### config.mk
export PLATFORM = sky130hd
export DESIGN_NAME = xa_mult_unit
export DESIGN_NICKNAME = d
export VERILOG_FILES = /design/src/rtl/xa_mult_pkg.sv /design/src/rtl/xa_mult_ctrl.sv /design/src/rtl/xa_mult_dp.sv /design/src/rtl/xa_mult_unit.sv
export SDC_FILE = /design/constraint.sdc
export NUM_CORES = 1
export LEC_CHECK = 0
export BUFFER_PORTS_ARGS = -buffer_cell sky130_fd_sc_hd__buf_2
export CAP_MARGIN = 0
export CORE_MARGIN = 5
export CORE_UTILIZATION = 59
export DETAILED_ROUTE_END_ITERATION = 10
export PLACE_DENSITY = 0.8
export SLEW_MARGIN = 30
export SYNTH_ARGS = -nofsm -noshare
export SYNTH_HDL_FRONTEND = slang
export SYNTH_HIERARCHICAL = 1
export SYNTH_SLANG_ARGS = --single-unit
### constraint.sdc
create_clock -name clk -period 4.7 [get_ports clk]
set_input_delay 0.235 -clock clk [delete_from_list [all_inputs] [get_ports clk]]
set_output_delay 0.235 -clock clk [all_outputs]
set_load 0.01 [all_outputs]
### src/rtl/xa_mult_pkg.sv
package xa_mult_pkg;

  typedef struct packed {
    logic load;    // capture operands, clear accumulator
    logic step;    // one shift-and-add partial product
    logic commit;  // move product to output registers
  } mulStrobes_t;

  typedef enum logic [1:0] {
    PH_IDLE = 2'd0,
    PH_RUN  = 2'd1,
    PH_DONE = 2'd2
  } mulPhase_e;

endpackage

### src/rtl/xa_mult_ctrl.sv
module xa_mult_ctrl
  import xa_mult_pkg::*;
#(
  parameter int WIDTH   = 8,
  parameter int LATENCY = 11
) (
  input  logic        clk,
  input  logic        rst,
  input  logic        start,
  output mulStrobes_t strobes,
  output logic        done
);

  localparam int CNT_W = $clog2(LATENCY + 1);
  localparam logic [CNT_W-1:0] STEP_LAST = CNT_W'(WIDTH);
  localparam logic [CNT_W-1:0] COMMIT_AT = CNT_W'(LATENCY - 2);

  mulPhase_e        phase;
  logic [CNT_W-1:0] cnt;

  always_comb begin
    strobes.load   = (phase == PH_IDLE) && start;
    strobes.step   = (phase == PH_RUN) && (cnt != '0) && (cnt <= STEP_LAST);
    strobes.commit = (phase == PH_RUN) && (cnt == COMMIT_AT);
  end

  always_ff @(posedge clk) begin
    if (rst) begin
      phase <= PH_IDLE;
      cnt   <= '0;
    end else begin
      unique case (phase)
        PH_IDLE: begin
          if (start) begin
            phase <= PH_RUN;
            cnt   <= CNT_W'(1);
          end
        end
        PH_RUN: begin
          cnt <= cnt + CNT_W'(1);
          if (cnt == COMMIT_AT) phase <= PH_DONE;
        end
        PH_DONE: begin
          phase <= PH_IDLE;
          cnt   <= '0;
        end
        default: begin
          phase <= PH_IDLE;
          cnt   <= '0;
        end
      endcase
    end
  end

  assign done = (phase == PH_DONE);

  // completion is a single-cycle pulse
  assert_done_pulse_R3: assert property (@(posedge clk) disable iff (rst)
    done |=> !done);

  // a start while running does not restart the count
  assert_busy_start_ignored_R6: assert property (@(posedge clk) disable iff (rst)
    (phase == PH_RUN && start && cnt != COMMIT_AT) |=> (phase == PH_RUN && cnt == $past(cnt) + CNT_W'(1)));

  // a start in the done cycle is dropped
  assert_done_start_ignored_R6: assert property (@(posedge clk) disable iff (rst)
    (done && start) |=> (phase == PH_IDLE));

endmodule

### src/rtl/xa_mult_dp.sv
module xa_mult_dp
  import xa_mult_pkg::*;
#(
  parameter int WIDTH = 8
) (
  input  logic             clk,
  input  logic             rst,
  input  mulStrobes_t      strobes,
  input  logic [WIDTH-1:0] xIn,
  input  logic [WIDTH-1:0] aIn,
  output logic [WIDTH-1:0] xOut,
  output logic [WIDTH-1:0] aOut
);

  localparam int PW = 2 * WIDTH;
  localparam int SW = $clog2(WIDTH + 1);

  logic [WIDTH-1:0] mcand;
  logic [WIDTH-1:0] hiQ;
  logic [WIDTH-1:0] loQ;
  logic [WIDTH-1:0] xOutQ;
  logic [WIDTH-1:0] aOutQ;
  logic [WIDTH:0]   addend;
  logic [WIDTH:0]   sum;

  always_comb begin
    addend = loQ[0] ? {1'b0, mcand} : '0;
    sum    = {1'b0, hiQ} + addend;
  end

  always_ff @(posedge clk) begin
    if (rst) begin
      mcand <= '0;
      hiQ   <= '0;
      loQ   <= '0;
    end else if (strobes.load) begin
      mcand <= xIn;
      hiQ   <= '0;
      loQ   <= aIn;
    end else if (strobes.step) begin
      hiQ <= sum[WIDTH:1];
      loQ <= {sum[0], loQ[WIDTH-1:1]};
    end
  end

  always_ff @(posedge clk) begin
    if (rst) begin
      xOutQ <= '0;
      aOutQ <= '0;
    end else if (strobes.commit) begin
      xOutQ <= hiQ;
      aOutQ <= loQ;
    end
  end

  assign xOut = xOutQ;
  assign aOut = aOutQ;

  // Assertion support: original multiplier and a count of steps taken
  logic [WIDTH-1:0] opAHold;
  logic [SW-1:0]    stepsSeen;
  logic [PW-1:0]    expProd;

  always_ff @(posedge clk) begin
    if (rst) begin
      opAHold   <= '0;
      stepsSeen <= '0;
    end else if (strobes.load) begin
      opAHold   <= aIn;
      stepsSeen <= '0;
    end else if (strobes.step) begin
      stepsSeen <= stepsSeen + SW'(1);
    end
  end

  assign expProd = PW'(mcand) * PW'(opAHold);

  // accumulator holds the full product when committed
  assert_product_R1: assert property (@(posedge clk) disable iff (rst)
    strobes.commit |-> ({hiQ, loQ} == expProd));

  // exactly WIDTH partial products before commit
  assert_step_count_R1: assert property (@(posedge clk) disable iff (rst)
    strobes.commit |-> (stepsSeen == SW'(WIDTH)));

  // upper byte lands on xOut, lower on aOut
  assert_split_R2: assert property (@(posedge clk) disable iff (rst)
    strobes.commit |=> ({xOut, aOut} == $past(expProd)));

  // outputs hold between completions
  assert_hold_R7: assert property (@(posedge clk) disable iff (rst)
    !strobes.commit |=> ($stable(xOut) && $stable(aOut)));

  // operands only change on an accepted start
  assert_operands_R6: assert property (@(posedge clk) disable iff (rst)
    !strobes.load |=> ($stable(mcand) && $stable(opAHold)));

endmodule

### src/rtl/xa_mult_unit.sv
module xa_mult_unit
  import xa_mult_pkg::*;
#(
  parameter int WIDTH   = 8,
  parameter int LATENCY = 11
) (
  input  logic             clk,
  input  logic             rst,
  input  logic             start,
  input  logic [WIDTH-1:0] xIn,
  input  logic [WIDTH-1:0] aIn,
  output logic [WIDTH-1:0] xOut,
  output logic [WIDTH-1:0] aOut,
  output logic             done,
  output logic             hWrEn,
  output logic             hWrVal,
  output logic             cWrEn,
  output logic             cWrVal
);

  localparam int LW = $clog2(LATENCY + 1);

  mulStrobes_t strobes;

  xa_mult_ctrl #(.WIDTH(WIDTH), .LATENCY(LATENCY)) ctrl_i (
    .clk     (clk),
    .rst     (rst),
    .start   (start),
    .strobes (strobes),
    .done    (done)
  );

  xa_mult_dp #(.WIDTH(WIDTH)) dp_i (
    .clk     (clk),
    .rst     (rst),
    .strobes (strobes),
    .xIn     (xIn),
    .aIn     (aIn),
    .xOut    (xOut),
    .aOut    (aOut)
  );

  assign hWrEn  = done;
  assign cWrEn  = done;
  assign hWrVal = 1'b0;
  assign cWrVal = 1'b0;

  // Assertion support: cycles since the accepted start
  logic [LW-1:0] latCnt;
  always_ff @(posedge clk) begin
    if (rst || done)       latCnt <= '0;
    else if (strobes.load) latCnt <= LW'(1);
    else if (latCnt != '0) latCnt <= latCnt + LW'(1);
  end

  // done rises in the last cycle of the fixed instruction length
  assert_latency_R3: assert property (@(posedge clk) disable iff (rst)
    $rose(done) |-> (latCnt == LW'(LATENCY - 1)));

endmodule

## Word level (Yosys, flattened, before mapping)

Index checks and enable logic that the tools add are counted.

- Flip-flop bits (word level): 46
- Word-level logic and storage cells: 32

- $add $sub $neg: 2
- Order comparisons: 1
- Equal/unequal tests: 5
- Muxes and demuxes: 8
- Reductions and logical operators: 9

Operator list:

| cell | count |
|---|---|
| $mux 8 | 3 |
| $add 8x9->9 | 1 |
| $pmux 4 s2 | 1 |
| $add 4x1->4 const B | 1 |
| $eq 4x4->1 const B | 1 |
| $le 4x4->1 const B | 1 |
| $logic_and 1x1->1 | 4 |
| $mux 2 | 2 |
| $mux 4 | 1 |
| $ne 2x2->1 const B | 2 |
| $pmux 2 s2 | 1 |
| $reduce_bool 4->1 | 1 |
| $eq 2x1->1 const B | 1 |
| $eq 2x2->1 const B | 1 |
| $logic_not 2->1 | 1 |
| $reduce_and 2->1 | 1 |
| $reduce_bool 2->1 | 1 |
| $reduce_or 2->1 | 1 |

## Logic depth before layout (Yosys ltp)

Gate-level depths: netlist of run 1.

- Word-level depth: 5
- Depth in mapped cells: 11
- Mapped depth without buffers: 9

## Modules after synthesis

Netlist of run 1, hierarchy kept.

Modules (own cells, without submodules):

| module | instances | cells each | area each (µm²) | sequential area each (µm²) |
|---|---|---|---|---|
| xa_mult_dp | 1 | 204 | 1889.3 | 800.8 |
| xa_mult_ctrl | 1 | 39 | 356.6 | 120.1 |
| xa_mult_unit | 1 | 5 | 33.8 | 0.0 |

## Worst setup path before layout of run 1

OpenSTA, ideal clock, no wires.

- Path kind: register to register
- Start point: reg dp_i.loQ[0]
- End point: reg dp_i.hiQ[5]
- Arrival time: 1.835 ns
- Setup slack: 2.748 ns
- Stages on the path, launching flop included: 8
- Buffers on the path: 0
- Clock period less this slack: 1.952 ns
- Cells stage by stage: dfxtp_1 and2_1 ha_1 fa_1 a211o_1 a21oi_2 o21ai_1 a41o_1

- Cells in the longest elaborated chain, start to end: 2

Ends and longest elaborated chain:

| item | line | text |
|---|---|---|
| start: declaration | xa_mult_dp.sv:20 | `logic [WIDTH-1:0] loQ;` |
| start signal: assignment | xa_mult_dp.sv:39 | `loQ <= aIn;` |
| start signal: assignment | xa_mult_dp.sv:42 | `loQ <= {sum[0], loQ[WIDTH-1:1]};` |
| $mux 8 | xa_mult_dp.sv:27 | `addend = loQ[0] ? {1'b0, mcand} : '0;` |
| $add 8x9->9 | xa_mult_dp.sv:28 | `sum = {1'b0, hiQ} + addend;` |
| end signal: assignment | xa_mult_dp.sv:41 | `hiQ <= sum[WIDTH:1];` |
| end: declaration | xa_mult_dp.sv:19 | `logic [WIDTH-1:0] hiQ;` |

No other way between the ends.
A chain may end at the register's enable or synchronous reset.

## Worst setup path in the final report of run 1

Same ends and word-level chain as after synthesis.

==> metrics.yaml, run 1 <==
numCtsBuffers: 5
slew_violations: 0
fin_nets: 311
cp-startpoint: "dp_i/loQ[0]$_SDFFE_PP0P_"
grt_pass1_wl_um: 7600
peakVddDrop_mv: 0.255
via_count: 1796
setup_ws_ns: 2.56
yosysTopAreaCell: "dfxtp_1"
synthCells: 248
p_per_area_mw_per_mm2: 307
place.gp.congestion: 0.873
reg2reg_from: "dp_i/loQ[0]$_SDFFE_PP0P_"
grt_pass1_vias: 1682
seqPwrFrac_pct: 52.5
start_kind: "register"
rsz0062_at_grt: "no"
drcViolationCount: 0
die_w_um: 72.2
final_hold_viol_count: 0
p_sw_share_pct: 23.3
path_cells: "and2_1 > ha_1 > fa_1 > a211o_1 > a21oi_2 > o21ai_1 > a41o_1"
cts.sinks: 46
initial_core_util_pct: 61.3
viasPerCell: 5.48
status: "completed"
end_kind: "register"
synth_edf_count: 0
setup_tns_ns: 0
r2r_cells: 7
path_max_fanout: 10
diodes: 0
syn_area_mm2: 0.00228
leakage_nw: 1.14
hpwl_um: 3180
htree_levels: 2
syn_to_final_growth_pct: 13.2
p_switching_uw: 184
fin_crit_ns: 2.14
relSlewSlack_pct: 51.7
io_pins: 40
critical_path.slowest_cell: "fa_1"
wire_per_inst_um: 13.8
cts_tree: "done"
finalCritPeriodShare_pct: 45.6
path_depth: 7
synth_warnings: 6
postCtsSetupBuffers: 0
internal_power_uw: 607
worstReg2RegEnd: "dp_i/hiQ[5]$_SDFFE_PP0P_"
die_y_um: 72.2
ant_nets: 0
ys_types: 47
clkPwrFrac_pct: 37.3
clockRootBuffer: "clkbuf_8"
path_class: "register to register"
coreArea_mm2: 0.00372
clk_pin_slew_worst_paths_ns: 0.08
track_usage_pct: 18.5
async_flop_share_pct: 0
cp.buffers_inverters: 0
first_iter_violations: 85
cts_resized: 0
io_buffers: 37
drv_cap: 0
yosysMostFrequentCell: "nor2_1"
rrSetupSlack_ns: 2.56
holdBufCountCts: 0
synth_top_area_share_pct: 40.4
setup_viol: 0
critical-path-max-stage-delay_ns: 0.44
finalInstanceArea_mm2: 0.00258
syn_avg_cell_area_um2: 9.19
crit_family: "compound AO/OA/AOI/OAI gates"
synth_top_cells_by_area: "dfxtp_1 40%, mux2i_1 14%, nor2_1 8.6%, ha_1 6.0%, a21oi_1 2.9%"
drive_above_1_share_pct: 21.4
final_util_pct: 69.4
rows: 22
dieArea_mm2: 0.00521
pre_cts_ws_ns: 2.58
p_comb_share_pct: 10.2
fmax_mhz: 467
ys_seq_area_share_pct: 40.4
clock_path_buffers: 2
postPlaceCellArea_mm2: 0.00247
hold_class: "input pin to register"
critPathArrivalTime_ns: 2.34
grt-ovfl-total: 0
hp-start: "aIn[2]"
critPathCapture: "dp_i/hiQ[5]$_SDFFE_PP0P_"
cp_data_required_time_ns: 4.89
worst_pin_slew_ns: 0.721
synthTopCellsByCount: "52 x nor2_1, 46 x dfxtp_1, 33 x mux2i_1, 13 x a21oi_1, 11 x ha_1"
fin_worst_skew_ns: 0.00634
ys_ff_latch: 46
synth_ff_type: "dfxtp_1"
drt_pass1_iterations: 4
hold_ws_ns: 0.168
clock_latency_ns: 0.30
routed_wl_um: 4540
grt_max_degree: 37
antenna_found_initial: 0
==> metal layers <==
metal | GRT usage (%) | wire [um] | vias up
met5 | 0 | 0 | -
met1 | 24.8 | 2190 | 840
met3 | 4.57 | 213 | 7
li1 | - | - | 914
met4 | 8.77 | 57 | 0
met2 | 27.9 | 2070 | 35
==> kinds of logic after synthesis <==
group | after synthesis | share of synthesized area [%]
other | 1 | 0.164
DFF | 46 | 40.4
buffers and inverters | 22 | 5.10
muxes | 33 | 14.5
and+or+nand+nor | 92 | 20.0
xor gates and xnor gates | 2 | 0.769
AOI/OAI and AO/OA | 40 | 12.2
adders and majority gates | 12 | 6.92
==> through the flow <==
stage               std cells  total power [mW]
finish                    328             0.791
CTS                       328             0.798
detailed placement        321             0.504
floorplan                 249             0.485
global route              328             0.827
global placement          321             0.502
==> state kept, by name (all words and copies together) (netlist names) <==
signal and count:
dp_i/mcand 8, dp_i/hiQ 8, ctrl_i/phase 2, dp_i/loQ 8
dp_i/aOut 8, ctrl_i/cnt 4, dp_i/xOut 8
==> power groups by stage <==
stage / logic, mW / registers [mW] / clock network [mW]
global placement: 0.0777 / 0.424 / 0
detailed placement: 0.0796 / 0.425 / 0
finish: 0.0807 / 0.415 / 0.295
floorplan: 0.0647 / 0.420 / 0
CTS: 0.0805 / 0.416 / 0.302
global route: 0.0897 / 0.418 / 0.319
==> cell usage in the layout (no fill, tap or decap), types with 3 or more instances in the layout <==
cell type	n
o21ai_0	3
nor2_1	52
a21o_1	3
nand3_1	4
inv_1	5
nor2b_1	3
mux2i_1	33
and2_1	9
buf_4	3
ha_1	11
a211oi_1	4
buf_2	37
a21oi_1	13
clkbuf_8	6
nand2_1	5
dfxtp_1	46
==> layout make-up <==
class | count | area, um2
multi-input cells | 181 | 1260
fillers | 330 | 1140
flip-flops and latches | 46 | 921
repair buffers | 40 | 208
clock buffers | 6 | 82.6
well taps | 48 | 60.1
clock inverters | 1 | 30.0
inverters | 6 | 22.5
==> worst min path at each step <==
stage,to,depth (start not counted)
3_3_place_gp,dp_i/loQ[5]$_SDFFE_PP0P_,3
3_5_place_dp,dp_i/hiQ[3]$_SDFFE_PP0P_,2
5_1_grt,dp_i/loQ[2]$_SDFFE_PP0P_,3
6_report,dp_i/loQ[2]$_SDFFE_PP0P_,3
2_1_floorplan,ctrl_i/phase[1]$_SDFFE_PP0P_,1
4_1_cts,dp_i/mcand[5]$_SDFFE_PP0P_,3
==> tightest hold or removal path: stages <==
cell	delay (ns)
buf_2	0.07
a21oi_1	0.05
nor2_1	0.07
Power figures use the tool's default switching activity.
==> inputs of run 2 (changes only) <==
- ABC_AREA: not set -> 1
- CORE_UTILIZATION: 59 -> 55
- PLACE_DENSITY: 0.8 -> 0.76
- clock period: 4.7 -> 2.1 ns (I/O delays scaled with it)
==> run 2 against run 1 <==
Effect of this change: utilization down 6.0 points; via count is 13% higher; global-route usage grew 0.49 points; hold slack got worse by 0.14 ns; clock skew is essentially flat; critical endpoint is now dp_i/hiQ[7]$_SDFFE_PP0P_; largest power group unchanged; highest routed layer unchanged.
==> metrics.yaml, run 2 <==
status: "completed"
finalCritPeriodShare_pct: 84.5
clockRootBuffer: "clkbuf_8"
hold_ws_ns: 0.0278
holdBufCountCts: 0
track_usage_pct: 19.0
rsz0062_at_grt: "no"
setup_tns_ns: 0
synth_ff_type: "dfxtp_1"
slew_violations: 0
fin_nets: 374
final_common_cell: "nor2_1"
drive_above_1_share_pct: 19.0
wire_per_inst_um: 12.1
critical_path.slowest_cell: "fa_1"
fmax_mhz: 564
drv_cap: 0
r2r_cells: 12
synth_top_area_share_pct: 40.5
peakVddDrop_mv: 0.386
fin_crit_ns: 1.77
p_per_area_mw_per_mm2: 649
p_comb_share_pct: 11.6
critical-path-max-stage-delay_ns: 0.41
seqPwrFrac_pct: 57.3
seqCellArea_um2: 921
place.gp.congestion: 0.873
viasPerCell: 5.15
postCtsSetupBuffers: 0
yosysMostFrequentCell: "nor2_1"
hpwl_um: 3370
routed_wl_um: 4740
syn_avg_cell_area_um2: 7.33
via_count: 2022
hold_class: "input pin to register"
leakage_nw: 1.35
path_cells: "nand2_1 > inv_1 > ha_1 > fa_1 > nand2_1 > nand2_2 > nand3b_4 > nand2_2 > nand3_1 > nand2_1 > nand2_1 > inv_1"
path_max_fanout: 10
p_sw_share_pct: 26.4
ys_types: 32
first_iter_violations: 96
fill_cells: 381
synthCells: 310
fin_worst_skew_ns: 0.00600
io_buffers: 37
whs_path_depth: 3
cts_resized: 0
grt_pass1_vias: 1909
grt-ovfl-total: 0
synth_top_cells_by_area: "dfxtp_1 41%, nor2_1 9.7%, nand2_1 6.9%, ha_1 6.1%, inv_1 5.6%"
cts.sinks: 46
path_class: "register to register"
internal_power_mw: 1.21
drcViolationCount: 0
htree_levels: 2
syn_to_final_growth_pct: 11.6
clock_latency_ns: 0.30
clk_pin_slew_worst_paths_ns: 0.08
layout_common_cells: "59 x nor2_1, 46 x dfxtp_1, 42 x nand2_1"
clkPwrFrac_pct: 31.1
rows: 23
grt_max_degree: 33
cp_data_required_time_ns: 2.30
drt_pass1_iterations: 4
initial_core_util_pct: 56.8
ant_nets: 0
critPathArrivalTime_ns: 1.97
clock_path_buffers: 2
die_y_um: 74.3
start_kind: "register"
multiInputGateArea_mm2: 0.00111
yosysTopAreaCell: "dfxtp_1"
antenna_found_initial: 0
ys_seq_area_share_pct: 40.5
grt_pass1_wl_um: 8230
numCtsBuffers: 5
cpMostUsedCell: "nand2_1"
p_switching_uw: 435
cts_tree: "done"
end_kind: "register"
synth_warnings: 6
ys_ff_latch: 46
diodes: 0
synth_edf_count: 0
setup_viol: 0
coreArea_mm2: 0.00400
final_hold_viol_count: 0
die_w_um: 74.3
syn_area_mm2: 0.00227
synthTopCellsByCount: "59 x nor2_1, 46 x dfxtp_1, 42 x nand2_1, 34 x inv_1"
dieArea_mm2: 0.00552
async_flop_share_pct: 0
io_pins: 40
run 2: cell types whose count changed after synthesis, moves of 7 or more:
cell,previous run,this run
inv_1,5,34
and2_1,9,0
o21ai_1,1,11
nand2_1,5,42
mux2i_1,33,0
nor2_1,52,59
nand3_1,4,16
o21ai_0,3,16
run 2: final timing paths:
path | from | to | slack (ns)
worst max register to register | dp_i/loQ[0]$_SDFFE_PP0P_ | dp_i/hiQ[7]$_SDFFE_PP0P_ | 0.33
worst min register to register | dp_i/hiQ[6]$_SDFFE_PP0P_ | dp_i/xOut[6]$_SDFFE_PP0P_ | 0.48
worst min-delay path | xIn[4] | dp_i/mcand[4]$_SDFFE_PP0P_ | 0.03
worst max-delay path | dp_i/loQ[0]$_SDFFE_PP0P_ | dp_i/hiQ[7]$_SDFFE_PP0P_ | 0.33
run 2: layer usage:
metal / GRT usage, % / share of wire (%) / vias up / wire length, um
li1: - / - / 1051 / -
met1: 24.5 / 49 / 924 / 2310
met2: 31.1 / 46 / 38 / 2180
met3: 4.59 / 3.3 / 9 / 157
met4: 6.92 / 1.9 / 0 / 92
met5: 0 / 0 / - / 0
run 2: logic make-up after synthesis:
group | synth area share [%]
flops | 40.5
compound gates | 13.8
other cells | 0.165
simple gates | 27.2
xor+xnor | 0.385
fa+ha+maj | 6.93
buf+inv | 11.0
run 2: final cells by class:
type | instances | area share [%]
repair buffers | 41 | 8.48
clock buffers | 6 | 2.86
well taps | 50 | 2.47
clock inverters | 1 | 0.296
multi-input cells | 209 | 43.6
inverters | 40 | 6.02
flip-flops and latches | 46 | 36.3
run 2: power by group through the flow:
stage,registers [mW],clock network (mW),logic (mW)
2_1_floorplan,0.952,0,0.152
6_report,0.943,0.512,0.190
3_3_place_gp,0.963,0,0.185
5_1_grt,0.949,0.567,0.220
3_5_place_dp,0.963,0,0.188
4_1_cts,0.943,0.534,0.190
run 2: through the flow:
stage          utilization (%)  total power [mW]  instance area [um2]  cells  setup WS [ns]
3_5_place_dp              61.4              1.15                 2460    386          0.343
6_report                  63.4              1.65                 2540    393          0.326
2_1_floorplan                -              1.10                 2280    311          0.367
3_3_place_gp              61.4              1.15                 2460    386          0.400
5_1_grt                   63.4              1.74                 2540    393          0.161
4_1_cts                   63.4              1.67                 2540    393          0.325
run 2: critical path, delay by kind of cell, from the launching register on:
kind	cells	cell delay (ns)
flops	1	0.40
buf+inv	2	0.09
simple gates	8	0.59
fa+ha+maj	2	0.60
==> inputs of run 3 (changes only) <==
- CORE_UTILIZATION: 55 -> 50
- PLACE_DENSITY: 0.76 -> 0.72
- clock period: 2.1 -> 1.6 ns (I/O delays scaled with it)
==> run 3 against run 2 <==
Effect of this change: hold slack lost 0.024 ns; first-iteration DRC count grew 22%; clock power grew 65%; critical path depth is the same; utilization is essentially flat; critical endpoint is now dp_i/hiQ[5]$_SDFFE_PP0P_; largest cell class unchanged; highest routed layer unchanged; combinational power grew 67%; routed wire length grew 13%; non-clock buffer count grew 13; register-to-register slack lost 0.33 ns; cell count grew 4.1%; worst setup slack lost 0.33 ns; fmax grew 10%; the flow now finishes with violations (setup timing).
==> metrics.yaml, run 3 (synthesized netlist as in run 2, its figures left out) <==
worstReg2RegEnd: "dp_i/hiQ[5]$_SDFFE_PP0P_"
fmax_mhz: 622
critical-path-max-stage-delay_ns: 0.37
r2r_cells: 12
grt_pass1_wl_um: 8870
rrSetupSlack_ns: -0.007
clock_latency_ns: 0.30
path_cells: "nand2_2 > inv_2 > ha_4 > fa_2 > nand2_2 > nand2_4 > nand3b_4 > nand2_2 > nand2_1 > nand3_1 > nand2_1 > inv_1"
cts_tree: "done"
die_y_um: 77.4
syn_to_final_growth_pct: 22.3
drv_cap: 0
place.gp.congestion: 0.866
coreArea_mm2: 0.00438
crit_family: "simple AND/OR/NAND/NOR gates"
critPathCapture: "dp_i/hiQ[5]$_SDFFE_PP0P_"
clock_path_buffers: 2
drive_above_1_share_pct: 27.2
path_max_fanout: 6
postPlaceCellArea_mm2: 0.00255
antenna_found_initial: 0
setup_ws_ns: -0.00747
routed_wl_um: 5370
setup_viol: 1
hpwl_um: 3620
peakVddDrop_mv: 0.693
dieArea_mm2: 0.00600
drcViolationCount: 0
clockRootBuffer: "clkbuf_8"
grt-ovfl-total: 0
violations: "setup timing"
io_pins: 40
final_common_cell: "nor2_1"
busiest_layer: "met2"
wire_per_inst_um: 13.1
reg2reg_from: "dp_i/loQ[0]$_SDFFE_PP0P_"
first_iter_violations: 117
rows: 24
hold_class: "input pin to register"
cp_data_required_time_ns: 1.80
cp-startpoint: "dp_i/loQ[0]$_SDFFE_PP0P_"
critical_path.slowest_cell: "dfxtp_4"
fin_crit_ns: 1.61
ant_nets: 0
place.detailed.instances: 400
grt_max_degree: 33
layout_common_cells: "59 x nor2_1, 43 x dfxtp_1, 39 x nand2_1"
cp.buffers_inverters: 2
leakage_nw: 1.42
status: "finished with violations"
cts.sinks: 46
start_kind: "register"
io_buffers: 37
critPathArrivalTime_ns: 1.80
finalCritPeriodShare_pct: 100
cpMostUsedCell: "nand2_2"
finalNonFillerCells: 409
final_hold_viol_count: 0
p_per_area_mw_per_mm2: 863
grt_pass1_vias: 2006
end_kind: "register"
track_usage_pct: 17.7
clk_pin_slew_worst_paths_ns: 0.08
viasPerCell: 5.14
initial_core_util_pct: 51.9
use_met3_pct: 3.82
via_count: 2104
grt_use_met2_pct: 27.5
slew_violations: 0
diodes: 0
numCtsBuffers: 5
drt_pass1_iterations: 4
fin_nets: 387
finalInstanceArea_mm2: 0.00278
met1_usage_pct: 24.5
path_depth: 12
fill_cells: 397
power_mw: 2.40
path_class: "register to register"
die_w_um: 77.4
fin_worst_skew_ns: 0.00826
htree_levels: 2
rsz0062_at_grt: "yes"
run 3: how the worst min path moves through the flow:
stage | depth (start not counted) | to | startpoint
final | 3 | dp_i/mcand[3]$_SDFFE_PP0P_ | xIn[3]
after global routing | 3 | dp_i/mcand[6]$_SDFFE_PP0P_ | xIn[6]
after CTS | 3 | dp_i/mcand[3]$_SDFFE_PP0P_ | xIn[3]
after detailed placement | 3 | dp_i/mcand[3]$_SDFFE_PP0P_ | xIn[3]
after global placement | 3 | dp_i/mcand[2]$_SDFFE_PP0P_ | xIn[2]
after floorplan | 1 | ctrl_i/cnt[0]$_SDFFE_PP0P_ | rst
run 3: power breakdown:
part | switching (mW) | internal, mW
clock network | 0.376 | 0.468
registers | 0.0443 | 1.20
logic | 0.183 | 0.134
total | 0.603 | 1.80
run 3: metrics by stage:
stage	worst slack, ns	TNS (ns)	utilization, %	hold slack (ns)
after global placement	0.0240	0	58.3	0.301
after floorplan	-0.0128	-0.0236	-	0.149
after CTS	0.00557	0	61.1	0.00109
final	-0.00747	-0.00747	63.4	0.00369
after detailed placement	-0.0249	-0.0467	58.3	0.308
after global routing	-0.117	-0.374	63.4	0.00132
run 3: worst min-delay path, stage by stage:
cell	delay (ns)
buf_2	0.07
nor2_1	0.03
nor2_1	0.08
run 3: what timing repair did:
| action | in CTS | in global routing |
|---|---|---|
| buffers inserted | 0 | 1 |
| gates resized for setup | 3 | 18 |
| pin swaps | 1 | 7 |
| endpoints found under the setup margin | 4 | 15 |
| hold buffers | 0 | 0 |
run 3: per-layer routing:
layer	routed length, um	part of all wire [%]	vias up
li1	-	-	1079
met1	2520	47	975
met2	2590	48	48
met3	225	4.2	2
met4	26	0.48	0
met5	0	0	-
run 3: area by class of cell:
cell class	instances	area (um2)	share of cell area [%]
Multi-Input combinational cell	209	1220	43.8
Tap cell	52	65.1	2.34
Timing Repair Buffer	54	313	11.2
Sequential cell	46	927	33.3
Clock buffer	7	76.3	2.74
Clock inverter	1	30.0	1.08
Inverter	40	153	5.49
